<file path="config.mk">
export PLATFORM = sky130hd
export DESIGN_NAME = lutc_tile
export DESIGN_NICKNAME = d
export VERILOG_FILES = /design/src/rtl/lutc_pkg.sv /design/src/rtl/lutc_lutmux.sv /design/src/rtl/lutc_ctrl.sv /design/src/rtl/lutc_datapath.sv /design/src/rtl/lutc_tile.sv
export SDC_FILE = /design/constraint.sdc
export NUM_CORES = 1
export LEC_CHECK = 0
export ABC_AREA = 1
export BUFFER_PORTS_ARGS = -buffer_cell sky130_fd_sc_hd__buf_2
export CAP_MARGIN = 20
export CORE_AREA = 2 2 591 593
export DETAILED_ROUTE_END_ITERATION = 10
export DIE_AREA = 0 0 593 595
export SYNTH_ARGS = -nofsm -noshare
export SYNTH_HDL_FRONTEND = slang
export SYNTH_SLANG_ARGS = --single-unit
</file>
<file path="constraint.sdc">
create_clock -name vclk -period 19.3
set_input_delay 3.86 -clock vclk [all_inputs]
set_output_delay 3.86 -clock vclk [all_outputs]
set_load 0.05 [all_outputs]
</file>
<file path="src/rtl/lutc_pkg.sv">
package lutc_pkg;
  localparam int LUT_INPUTS = 6;
  localparam int MASK_BITS  = 1 << LUT_INPUTS;
  localparam int CNT_BITS   = $clog2(LUT_INPUTS + 1);
  localparam int ARITH_SEL  = 4;
  localparam int ARITH_BITS = 1 << ARITH_SEL;

  typedef struct packed {
    logic                  arith;
    logic [LUT_INPUTS-1:0] inEnable;
  } cellStrobe_t;
endpackage

</file>
<file path="src/rtl/lutc_lutmux.sv">
module lutc_lutmux #(
  parameter int SEL_BITS = 6
) (
  input  logic [(1<<SEL_BITS)-1:0] table_i,
  input  logic [SEL_BITS-1:0]      sel,
  output logic                     bitOut
);
  localparam int LEAVES = 1 << SEL_BITS;

  // Heap-ordered tree: node 1 is the root, leaves sit at LEAVES..2*LEAVES-1.
  logic [2*LEAVES-1:1] node;

  for (genvar j = 0; j < LEAVES; j++) begin : g_leaf
    assign node[LEAVES + j] = table_i[j];
  end

  for (genvar i = 1; i < LEAVES; i++) begin : g_node
    localparam int DEPTH = $clog2(i + 1) - 1;
    assign node[i] = sel[SEL_BITS-1-DEPTH] ? node[2*i+1] : node[2*i];
  end

  assign bitOut = node[1];
endmodule

</file>
<file path="src/rtl/lutc_ctrl.sv">
module lutc_ctrl
  import lutc_pkg::*;
#(
  parameter int CELLS = 20
) (
  input  logic [CELLS*CNT_BITS-1:0] cfgInCount,
  input  logic [CELLS-1:0]          cfgArith,
  output cellStrobe_t [CELLS-1:0]   strobes
);
  for (genvar c = 0; c < CELLS; c++) begin : g_cell
    logic [CNT_BITS-1:0] rawCount;
    logic [CNT_BITS-1:0] effCount;

    assign rawCount = cfgInCount[c*CNT_BITS +: CNT_BITS];

    always_comb begin
      if (rawCount > CNT_BITS'(LUT_INPUTS)) effCount = CNT_BITS'(LUT_INPUTS);
      else                                  effCount = rawCount;
    end

    for (genvar b = 0; b < LUT_INPUTS; b++) begin : g_en
      assign strobes[c].inEnable[b] = (effCount > CNT_BITS'(b));
    end

    assign strobes[c].arith = cfgArith[c];
  end
endmodule

</file>
<file path="src/rtl/lutc_datapath.sv">
module lutc_datapath
  import lutc_pkg::*;
#(
  parameter int CELLS = 20
) (
  input  logic [CELLS-1:0]           pinA,
  input  logic [CELLS-1:0]           pinB,
  input  logic [CELLS-1:0]           pinC,
  input  logic [CELLS-1:0]           pinD,
  input  logic [CELLS-1:0]           pinE,
  input  logic [CELLS-1:0]           pinF,
  input  logic [CELLS*MASK_BITS-1:0] cfgMask,
  input  cellStrobe_t [CELLS-1:0]    strobes,
  input  logic                       chainCarryIn,
  input  logic                       chainShareIn,
  output logic [CELLS-1:0]           combOut,
  output logic                       tileCarryOut,
  output logic                       tileShareOut
);
  logic [CELLS:0] carryRip;
  logic [CELLS:0] shareRip;

  assign carryRip[0]  = chainCarryIn;
  assign shareRip[0]  = chainShareIn;
  assign tileCarryOut = carryRip[CELLS];
  assign tileShareOut = shareRip[CELLS];

  for (genvar c = 0; c < CELLS; c++) begin : g_cell
    logic [MASK_BITS-1:0]  cellMask;
    logic [LUT_INPUTS-1:0] cellPins;
    logic [LUT_INPUTS-1:0] lutIdx;
    logic [ARITH_SEL-1:0]  propIdx;
    logic [ARITH_SEL-1:0]  genIdx;
    logic                  lutBit;
    logic                  propBit;
    logic                  genBit;

    assign cellMask = cfgMask[c*MASK_BITS +: MASK_BITS];
    assign cellPins = {pinF[c], pinE[c], pinD[c], pinC[c], pinB[c], pinA[c]};
    assign lutIdx   = cellPins & strobes[c].inEnable;
    assign propIdx  = {pinD[c], pinC[c], pinB[c], pinA[c]};
    assign genIdx   = {pinE[c], pinC[c], pinB[c], pinA[c]};

    lutc_lutmux #(.SEL_BITS(LUT_INPUTS)) u_lut (
      .table_i(cellMask),
      .sel    (lutIdx),
      .bitOut (lutBit)
    );

    lutc_lutmux #(.SEL_BITS(ARITH_SEL)) u_prop (
      .table_i(cellMask[ARITH_BITS-1:0]),
      .sel    (propIdx),
      .bitOut (propBit)
    );

    lutc_lutmux #(.SEL_BITS(ARITH_SEL)) u_gen (
      .table_i(cellMask[2*ARITH_BITS-1:ARITH_BITS]),
      .sel    (genIdx),
      .bitOut (genBit)
    );

    always_comb begin
      if (strobes[c].arith) begin
        combOut[c]    = propBit ^ carryRip[c] ^ shareRip[c];
        carryRip[c+1] = genBit | (propBit & carryRip[c]);
        shareRip[c+1] = genBit;
      end else begin
        combOut[c]    = lutBit;
        carryRip[c+1] = carryRip[c];
        shareRip[c+1] = shareRip[c];
      end
    end
  end
endmodule

</file>
<file path="src/rtl/lutc_tile.sv">
module lutc_tile
  import lutc_pkg::*;
#(
  parameter int CELLS = 20
) (
  input  logic [CELLS-1:0]           pinA,
  input  logic [CELLS-1:0]           pinB,
  input  logic [CELLS-1:0]           pinC,
  input  logic [CELLS-1:0]           pinD,
  input  logic [CELLS-1:0]           pinE,
  input  logic [CELLS-1:0]           pinF,
  input  logic [CELLS*MASK_BITS-1:0] cfgMask,
  input  logic [CELLS*CNT_BITS-1:0]  cfgInCount,
  input  logic [CELLS-1:0]           cfgArith,
  input  logic                       chainCarryIn,
  input  logic                       chainShareIn,
  output logic [CELLS-1:0]           combOut,
  output logic                       tileCarryOut,
  output logic                       tileShareOut
);
  cellStrobe_t [CELLS-1:0] strobes;

  lutc_ctrl #(.CELLS(CELLS)) u_ctrl (
    .cfgInCount(cfgInCount),
    .cfgArith  (cfgArith),
    .strobes   (strobes)
  );

  lutc_datapath #(.CELLS(CELLS)) u_dp (
    .pinA        (pinA),
    .pinB        (pinB),
    .pinC        (pinC),
    .pinD        (pinD),
    .pinE        (pinE),
    .pinF        (pinF),
    .cfgMask     (cfgMask),
    .strobes     (strobes),
    .chainCarryIn(chainCarryIn),
    .chainShareIn(chainShareIn),
    .combOut     (combOut),
    .tileCarryOut(tileCarryOut),
    .tileShareOut(tileShareOut)
  );
endmodule

</file>
* After elaboration in Yosys (flattened, before gate mapping)
Index checks and enable logic that the tools add are counted.
W data, S select, Z words.
** Cells by class
- Magnitude comparators :: 140
- Mux-type cells :: 1940
- Bitwise operators :: 100
** Operators with widths (count)
- $mux W1 :: 1920
- $gt A3 B3 Y1 const B :: 60
- $and A6 B6 Y6 :: 20
- $gt A3 B1 Y1 const B :: 40
- $gt A3 B2 Y1 const B :: 40
- $mux W3 :: 20
- $xor A1 B1 Y1 :: 40
- $and A1 B1 Y1 :: 20
- $or A1 B1 Y1 :: 20
** Word-level totals
- Register bits after elaboration :: 0
- Bits of input ports :: 1482
- Output and inout bits :: 22
- Logic and storage cells :: 2180

* Logic depth before layout (Yosys ltp)
Gate-level depths: netlist (run 1).
- Depth after elaboration :: 64
- Gate-level depth with buffers :: 74
- Mapped depth without buffers :: 72

* By module
Synthesis (run 1) repeated with hierarchy kept, for this count alone.
** Unflattened totals
- Cell total of the unflattened synthesis :: 5767
- Area, all modules :: 26452.9 µm²
** Modules (own cells, without submodules)
- lutc_lutmux (u_dp.g_cell[0].u_lut ...) :: instances 20, cells each 152, area an instance 696.9 µm²
- lutc_lutmux (u_dp.g_cell[0].u_gen ...) :: instances 40, cells each 50, area an instance 230.2 µm²
- lutc_datapath :: instances 1, cells each 498, area an instance 2343.5 µm²
- lutc_ctrl :: instances 1, cells each 229, area an instance 962.2 µm²

* Least setup slack after synthesis (run 1)
OpenSTA, ideal clock, no wires.
- Path type :: input to output
- Start point :: input port pinA[0]
- End point :: output port combOut[19]
- Arrival time :: 15.674 ns
- Required time :: 15.440 ns
- Path slack :: -0.234 ns
- Stages on the path :: 73
- Cells stage by stage :: buf_6 -> inv_4 -> buf_6 -> or2_2 -> o211ai_1 -> o21ai_0 -> nor2_1 -> o32ai_1 -> ha_1 -> inv_1 -> nand4_1 -> and2_1 -> ha_1 -> o21ai_1 -> nand2_1 -> ha_1 -> or2_1 -> nand2_1 -> (+37 left out) -> nor2_1 -> a31oi_1 -> ha_1 -> o21ai_0 -> nand2_1 -> ha_1 -> or2_2 -> and2_1 -> ha_1 -> o21ai_0 -> nand2_1 -> ha_1 -> or2_2 -> and2_1 -> ha_1 -> nand3_1 -> nand3_1 -> nand2_1
** Between the ends
- Cells in the longest elaborated chain, start to end :: 64
- Elaborated cells on any way between the ends :: 109
** RTL lines
- start: declaration :: line lutc_tile.sv:6 : input logic [CELLS-1:0] pinA,
- $mux W1 (4 in series) :: line lutc_lutmux.sv:19 : assign node[i] = sel[SEL_BITS-1-DEPTH] ? node[2*i+1] : node[2*i];
- $and A1 B1 Y1 :: line lutc_datapath.sv:65 : carryRip[c+1] = genBit | (propBit & carryRip[c]);
- $or A1 B1 Y1 :: line lutc_datapath.sv:65
- $mux W1 :: line lutc_datapath.sv:63 : if (strobes[c].arith) begin
- $and A1 B1 Y1 :: line lutc_datapath.sv:65
- $or A1 B1 Y1 :: line lutc_datapath.sv:65
- $mux W1 :: line lutc_datapath.sv:63
- $and A1 B1 Y1 :: line lutc_datapath.sv:65
- (+45 left out)
- $or A1 B1 Y1 :: line lutc_datapath.sv:65
- $mux W1 :: line lutc_datapath.sv:63
- $and A1 B1 Y1 :: line lutc_datapath.sv:65
- $or A1 B1 Y1 :: line lutc_datapath.sv:65
- $mux W1 :: line lutc_datapath.sv:63
- $xor A1 B1 Y1 :: line lutc_datapath.sv:64 : combOut[c] = propBit ^ carryRip[c] ^ shareRip[c];
- $xor A1 B1 Y1 (*) :: line lutc_datapath.sv:64
- $mux W1 (*) :: line lutc_datapath.sv:63
- end: declaration :: line lutc_tile.sv:17 : output logic [CELLS-1:0] combOut,
Mark *: on every way between the ends. The rest lies on a longest branch, timed or not.

* Worst setup path in the final report (run 1)
Ends and elaborated chain as after synthesis.

==> results.py, run 1 <==
metrics = {
    "yosys": {
        "yosysWarnings": 0,
        "syn-cell-area_mm2": 0.0198,
        "yosysSeqAreaShare": 0,
        "syn_inst": 4017,
        "synth_nets": 5519,
        "ys_types": 52,
        "syn_area_per_cell_um2": 4.93,
    },
    "grt": {
        "grt_pass1_wl_um": 320000,
        "grt-ovfl-total": 0,
        "grt_max_degree": 41,
        "gr-usage-met3": 0.0494,
        "grt_pass1_vias": 34300,
        "antenna_found_initial": 264,
        "use_met1": 0.152,
        "grt_use_total": 0.135,
        "busiest_layer": "met2",
        "grt_use_met2": 0.228,
    },
    "finish": {
        "ff_latch_area_um2": 0,
        "drive_above_1_share": 0.332,
        "final_cells": 10200,
        "seq_cell_count": 0,
        "nClkBuffers": 0,
        "layout.nets": 6954,
        "area_delta_synth_final_pct": 73.7,
        "design_area_mm2": 0.0344,
        "fin_util": 0.0991,
    },
    "placed_design": {
        "pre_cts_slack_ps": -1100,
        "io_buffers": 1504,
        "globalplace.congestion": 1.02,
        "dpl_cell_area_mm2": 0.0337,
        "dp_hpwl_um": 228000,
        "placed_cells": 10000,
    },
    "timing": {
        "min_period_ps": 18810,
        "fin_tns_setup_ps": 0,
        "fmax_ghz": 0.0532,
        "holdWs_ps": 8170,
        "min_period_over_period": 0.975,
        "finalWorstSetupSlack_ps": 490,
        "worstMarginPinSlew_ps": 1320,
        "setup_violations": 0,
        "slew_headroom": 0.116,
        "final_hold_viol_count": 0,
        "slew_viol_final": 0,
    },
    "power": {
        "swShare": 0.649,
        "p_int_mw": 0.340,
        "p_switching_mw": 0.629,
        "vdd_drop_max_v": 0.0000125,
        "power_density_mw_per_mm2": 28.2,
        "p_seq_frac": 0,
        "pwr-share-clk": 0,
        "p_comb_frac": 1.000,
        "total_power_mw": 0.970,
        "leakagePower_nw": 14.8,
    },
    "critical_path": {
        "worstPathArrival_ps": 14950,
        "required_ps": 15440,
        "endpoint_kind": "output pin",
        "crit_type": "input pin to output pin",
        "cp_max_fo": 6,
        "crit_slowest_cell": "or2_2",
        "cp-start-kind": "input pin",
        "critPathMostFrequentCell": "ha_1",
        "max_stage_delay_ps": 310,
    },
    "drt": {
        "wire_per_inst_um": 24.8,
        "via_count": 38500,
        "first_iter_violations": 4545,
        "via_per_inst": 3.76,
        "drt_pass1_iterations": 6,
        "drc": 0,
        "detail-route-antenna-nets": 0,
        "drt-total-wl_um": 254000,
    },
    "die": {
        "io_pins": 1504,
        "start_util": 0.0571,
        "rows": 217,
        "die_w_um": 593,
        "die_h_um": 595,
        "design.core.area_mm2": 0.347,
        "dieArea_mm2": 0.353,
    },
    "clock_network": {
        "postCtsHoldBufs": 0,
    },
    "outcome": {
        "status": "finished, final reports clean",
    },
    "run": {
        "maxCapViolCount": 0,
    },
    "min_path": {
        "worst_hold_path_type": "input pin to output pin",
    },
}
## cell usage in the layout, fill, tap and decap left out, types with 56 or more instances in the layout
cell type  Yosys  routed
diode_2        0     194
buf_4          4     164
inv_1        425     424
buf_2         10    1495
nand2_1      436     431
nor2_1       733     718
a21oi_1      328     319
o32ai_1       62      56
nand3_1      282     280
o21ai_0      824     813
o22ai_1      114     110
o221ai_1     100     100
o211ai_1     157     157
## synthesized netlist by cell type (4+ instances only)
master    count  area [um2]
a211oi_1     21         158
a21oi_1     328        1640
a221oi_1     15         131
a31o_2        4        35.0
a31oi_1       8        50.1
and2_1        5        31.3
buf_1         4        15.0
buf_2        10        50.1
buf_4         4        30.0
buf_6         5        56.3
clkbuf_1    214         803
clkinv_1     17        63.8
ha_1         20         250
inv_1       425        1600
inv_2        14        52.6
mux2i_1      13         130
nand2_1     436        1640
nand3_1     282        1410
nand3_2      26         260
nand3b_1      8        60.1
nor2_1      733        2750
nor3_1       47         235
o211ai_1    157        1180
o211ai_2      4        50.1
o21ai_0     824        4120
o21ai_1      16        80.1
o21bai_1      6        45.0
o221ai_1    100         876
o22ai_1     114         713
o311ai_0     25         219
o31ai_1      14         105
o32ai_1      62         543
or2_1         6        37.5
or2_2        17         106
xnor2_1       8        70.1
## final timing paths
check                    start     endpoint  slack (ps)  depth (start not counted)
hold / removal    cfgArith[18]  combOut[18]        8170                          4
setup / recovery       pinA[0]  combOut[19]         490                         74
## metal layers
metal / share of wire / up-vias / routed length [um]
li1: - / 17400 / -
met1: 0.37 / 17600 / 93400
met2: 0.46 / 2680 / 118000
met3: 0.11 / 643 / 28800
met4: 0.051 / 132 / 13000
met5: 0.0034 / - / 870
## worst max-delay path: cells and delay by family
kind            cells  cell delay [ps]
fa+ha+maj          20             3830
simple gates       33             5060
compound gates     13             1610
buf+inv             8              540
## cell type report
type / count / area, um2
well taps: 4599 / 5750
multi-input cells: 3323 / 17500
repair buffers: 1670 / 8930
diodes: 194 / 485
fillers: 41500 / 313000
inverters: 457 / 1720
## power by group through the flow
stage / clock (mW) / sequential [mW] / combinational [mW]
2_1_floorplan: 0 / 0 / 0.432
3_3_place_gp: 0 / 0 / 0.953
3_5_place_dp: 0 / 0 / 0.954
4_1_cts: 0 / 0 / 0.963
5_1_grt: 0.00000101 / 0 / 1.05
6_report: 0.00000115 / 0 / 0.970
## what timing repair did
| action | 4_1_cts | 5_1_grt |
|---|---|---|
| setup buffers | 0 | 4 |
| resized for setup | 21 | 28 |
| setup endpoints to repair | 4 | 3 |
| pin swaps | 7 | 21 |
| endpoints found under the hold margin | 0 | 0 |
## cell families after synthesis
| family | share of synthesized area |
|---|---|
| multiplexers | 0.00657 |
| AO/OA/AOI/OAI | 0.510 |
| adder cells (fa/ha/maj) | 0.0126 |
| AND/OR/NAND/NOR | 0.332 |
| buffers and inverters | 0.135 |
| XOR/XNOR | 0.00398 |
Power figures use the tool's default switching activity.
==> run 2, diff against run 1 <==
--- a/config.mk
+++ b/config.mk
@@ -5,12 +5,11 @@
 export SDC_FILE = /design/constraint.sdc
 export NUM_CORES = 1
 export LEC_CHECK = 0
-export ABC_AREA = 1
 export BUFFER_PORTS_ARGS = -buffer_cell sky130_fd_sc_hd__buf_2
 export CAP_MARGIN = 20
-export CORE_AREA = 2 2 591 593
+export CORE_AREA = 2 2 578 580
 export DETAILED_ROUTE_END_ITERATION = 10
-export DIE_AREA = 0 0 593 595
+export DIE_AREA = 0 0 580 582
 export SYNTH_ARGS = -nofsm -noshare
 export SYNTH_HDL_FRONTEND = slang
 export SYNTH_SLANG_ARGS = --single-unit
==> results.py, run 2 <==
metrics = {
    "critical_path": {
        "required_ps": 15440,
        "crit_type": "input pin to output pin",
        "max_stage_delay_ps": 710,
        "cp-start-kind": "input pin",
        "endpoint_kind": "output pin",
        "cp-endpoint": "combOut[19]",
        "crit_slowest_cell": "mux4_2",
        "cp_max_fo": 5,
        "critical_path.startpoint": "pinB[1]",
        "worstPathArrival_ps": 15510,
        "critPathMostFrequentCell": "ha_2",
    },
    "timing": {
        "grt_setup_unrepaired": "true",
        "final_hold_viol_count": 0,
        "holdWs_ps": 8200,
        "fin_tns_setup_ps": -97.8,
        "min_period_ps": 19370,
        "setup_violations": 2,
        "slew_headroom": 0.256,
        "fmax_ghz": 0.0516,
        "worstMarginPinSlew_ps": 1110,
        "finalWorstSetupSlack_ps": -73.7,
        "slew_viol_final": 0,
        "min_period_over_period": 1.00,
    },
    "power": {
        "vdd_drop_max_v": 0.0000129,
        "power_density_mw_per_mm2": 32.1,
        "leakagePower_nw": 12.6,
    },
    "placed_design": {
        "globalplace.congestion": 0.985,
        "io_buffers": 1504,
        "pre_cts_slack_ps": -1420,
        "placed_cells": 7376,
        "dp_hpwl_um": 210000,
    },
    "finish": {
        "mostFrequentLayoutCells": "buf_2 (1496), mux4_2 (488), buf_4 (129)",
        "final_common_cell": "buf_2",
        "seq_cell_count": 0,
        "nClkBuffers": 0,
        "final_cells": 7551,
        "drive_above_1_share": 0.754,
        "layout.nets": 4528,
        "num-fill-cells": 38500,
        "ff_latch_area_um2": 0,
        "area_delta_synth_final_pct": 81.9,
    },
    "drt": {
        "first_iter_violations": 2039,
        "wire_per_inst_um": 29.8,
        "via_count": 24900,
        "detail-route-antenna-nets": 0,
        "via_per_inst": 3.30,
        "drt_pass1_iterations": 5,
        "drc": 0,
        "drt-total-wl_um": 225000,
    },
    "yosys": {
        "synth_commonest_cells": "mux4_2 (488), mux2i_1 (112), nand2_1 (110)",
        "synth_area_leaders": "mux4_2 (62%), mux2i_1 (6.3%), mux2_2 (2.8%)",
        "yosys.area.top_type": "mux4_2",
        "synth.most_common_cell": "mux4_2",
        "yosysTopAreaCellShare": 0.616,
        "syn_inst": 1510,
        "synth_nets": 3012,
        "syn-cell-area_mm2": 0.0178,
        "yosysSeqAreaShare": 0,
        "ys_types": 63,
        "syn_area_per_cell_um2": 11.8,
        "yosysWarnings": 0,
    },
    "grt": {
        "antenna_found_initial": 271,
        "grt_use_total": 0.126,
        "grt_max_degree": 19,
        "grt-ovfl-total": 0,
        "grt_pass1_vias": 24700,
        "grt_pass1_wl_um": 275000,
    },
    "die": {
        "design.core.area_mm2": 0.332,
        "start_util": 0.0537,
        "dieArea_mm2": 0.338,
        "io_pins": 1504,
        "die_w_um": 580,
        "rows": 212,
        "die_h_um": 582,
    },
    "run": {
        "maxCapViolCount": 0,
    },
    "min_path": {
        "hold_path_depth": 3,
        "worst_hold_path_type": "input pin to output pin",
    },
    "outcome": {
        "violations": "negative setup slack",
        "status": "finished, violations left",
    },
}
-- run 2: cell types whose count changed after synthesis, moves of 139 or more --
cell	previous run	this run
o21ai_0	824	65
nand2_1	436	110
mux4_2	0	488
nor2_1	733	36
clkbuf_1	214	75
inv_1	425	17
nand3_1	282	88
a21oi_1	328	70
-- run 2: logic make-up (layout without fill, tap and decap cells) --
kind of cell               count (synthesis)  after routing  share of synthesized area
adders and majority gates                 20             20                     0.0140
and+or+nand+nor                          342            342                     0.0950
xor gates and xnor gates                  19             19                    0.00933
other                                      0            140                          0
buffers and inverters                    138           1652                     0.0326
AOI/OAI and AO/OA                        339            339                      0.131
muxes                                    652            652                      0.718
-- run 2: layout make-up --
class              count  area (um2)  share of cell area
multi-input cells   1372       17900               0.552
diodes               140         350              0.0108
repair buffers      1635        8620               0.266
inverters             17        66.3             0.00205
well taps           4387        5490               0.169
-- run 2: worst min-delay path by stage --
stage / slack, ps / from / end
after floorplan: 8000 / cfgArith[0] / combOut[0]
after detailed placement: 8190 / cfgArith[0] / combOut[0]
final: 8200 / cfgArith[0] / combOut[0]
after global routing: 8190 / cfgArith[0] / combOut[0]
after global placement: 8180 / cfgArith[0] / combOut[0]
after CTS: 8190 / cfgArith[0] / combOut[0]
-- run 2: stage by stage --
| stage | instance area, um2 | power (mW) | util |
|---|---|---|---|
| global placement | 31400 | 0.995 | 0.0945 |
| CTS | 31800 | 1.03 | 0.0958 |
| floorplan | 17800 | 0.472 | - |
| finish | 32400 | 1.04 | 0.0977 |
| global route | 32300 | 1.10 | 0.0972 |
| detailed placement | 31400 | 0.997 | 0.0945 |
-- run 2: power by group --
group | internal (mW) | switching, mW
combinational | 0.459 | 0.584
clock | 0.000000764 | 0
sequential | 0 | 0
total | 0.459 | 0.584
-- run 2: critical path: cells and delay by family --
family	cells	cell delay, ps
adder cells (fa/ha/maj)	18	3540
multiplexers	2	1110
XOR/XNOR	1	180
AND/OR/NAND/NOR	16	2410
buffers and inverters	10	1420
AO/OA/AOI/OAI	22	2900
-- run 2: repair_timing --
item	CTS	global route
endpoints found under the setup margin	4	4
resized for setup	53	53
hold buffers	0	0
pin swaps	29	37
buffers inserted	31	6
-- run 2: metal layers --
| metal | global-route usage | share of wire | vias to the layer above |
|---|---|---|---|
| li1 | - | - | 9966 |
| met1 | 0.164 | 0.43 | 12300 |
| met2 | 0.186 | 0.42 | 2077 |
| met3 | 0.0471 | 0.11 | 527 |
| met4 | 0.0485 | 0.050 | 92 |
| met5 | 0.00780 | 0.0028 | - |
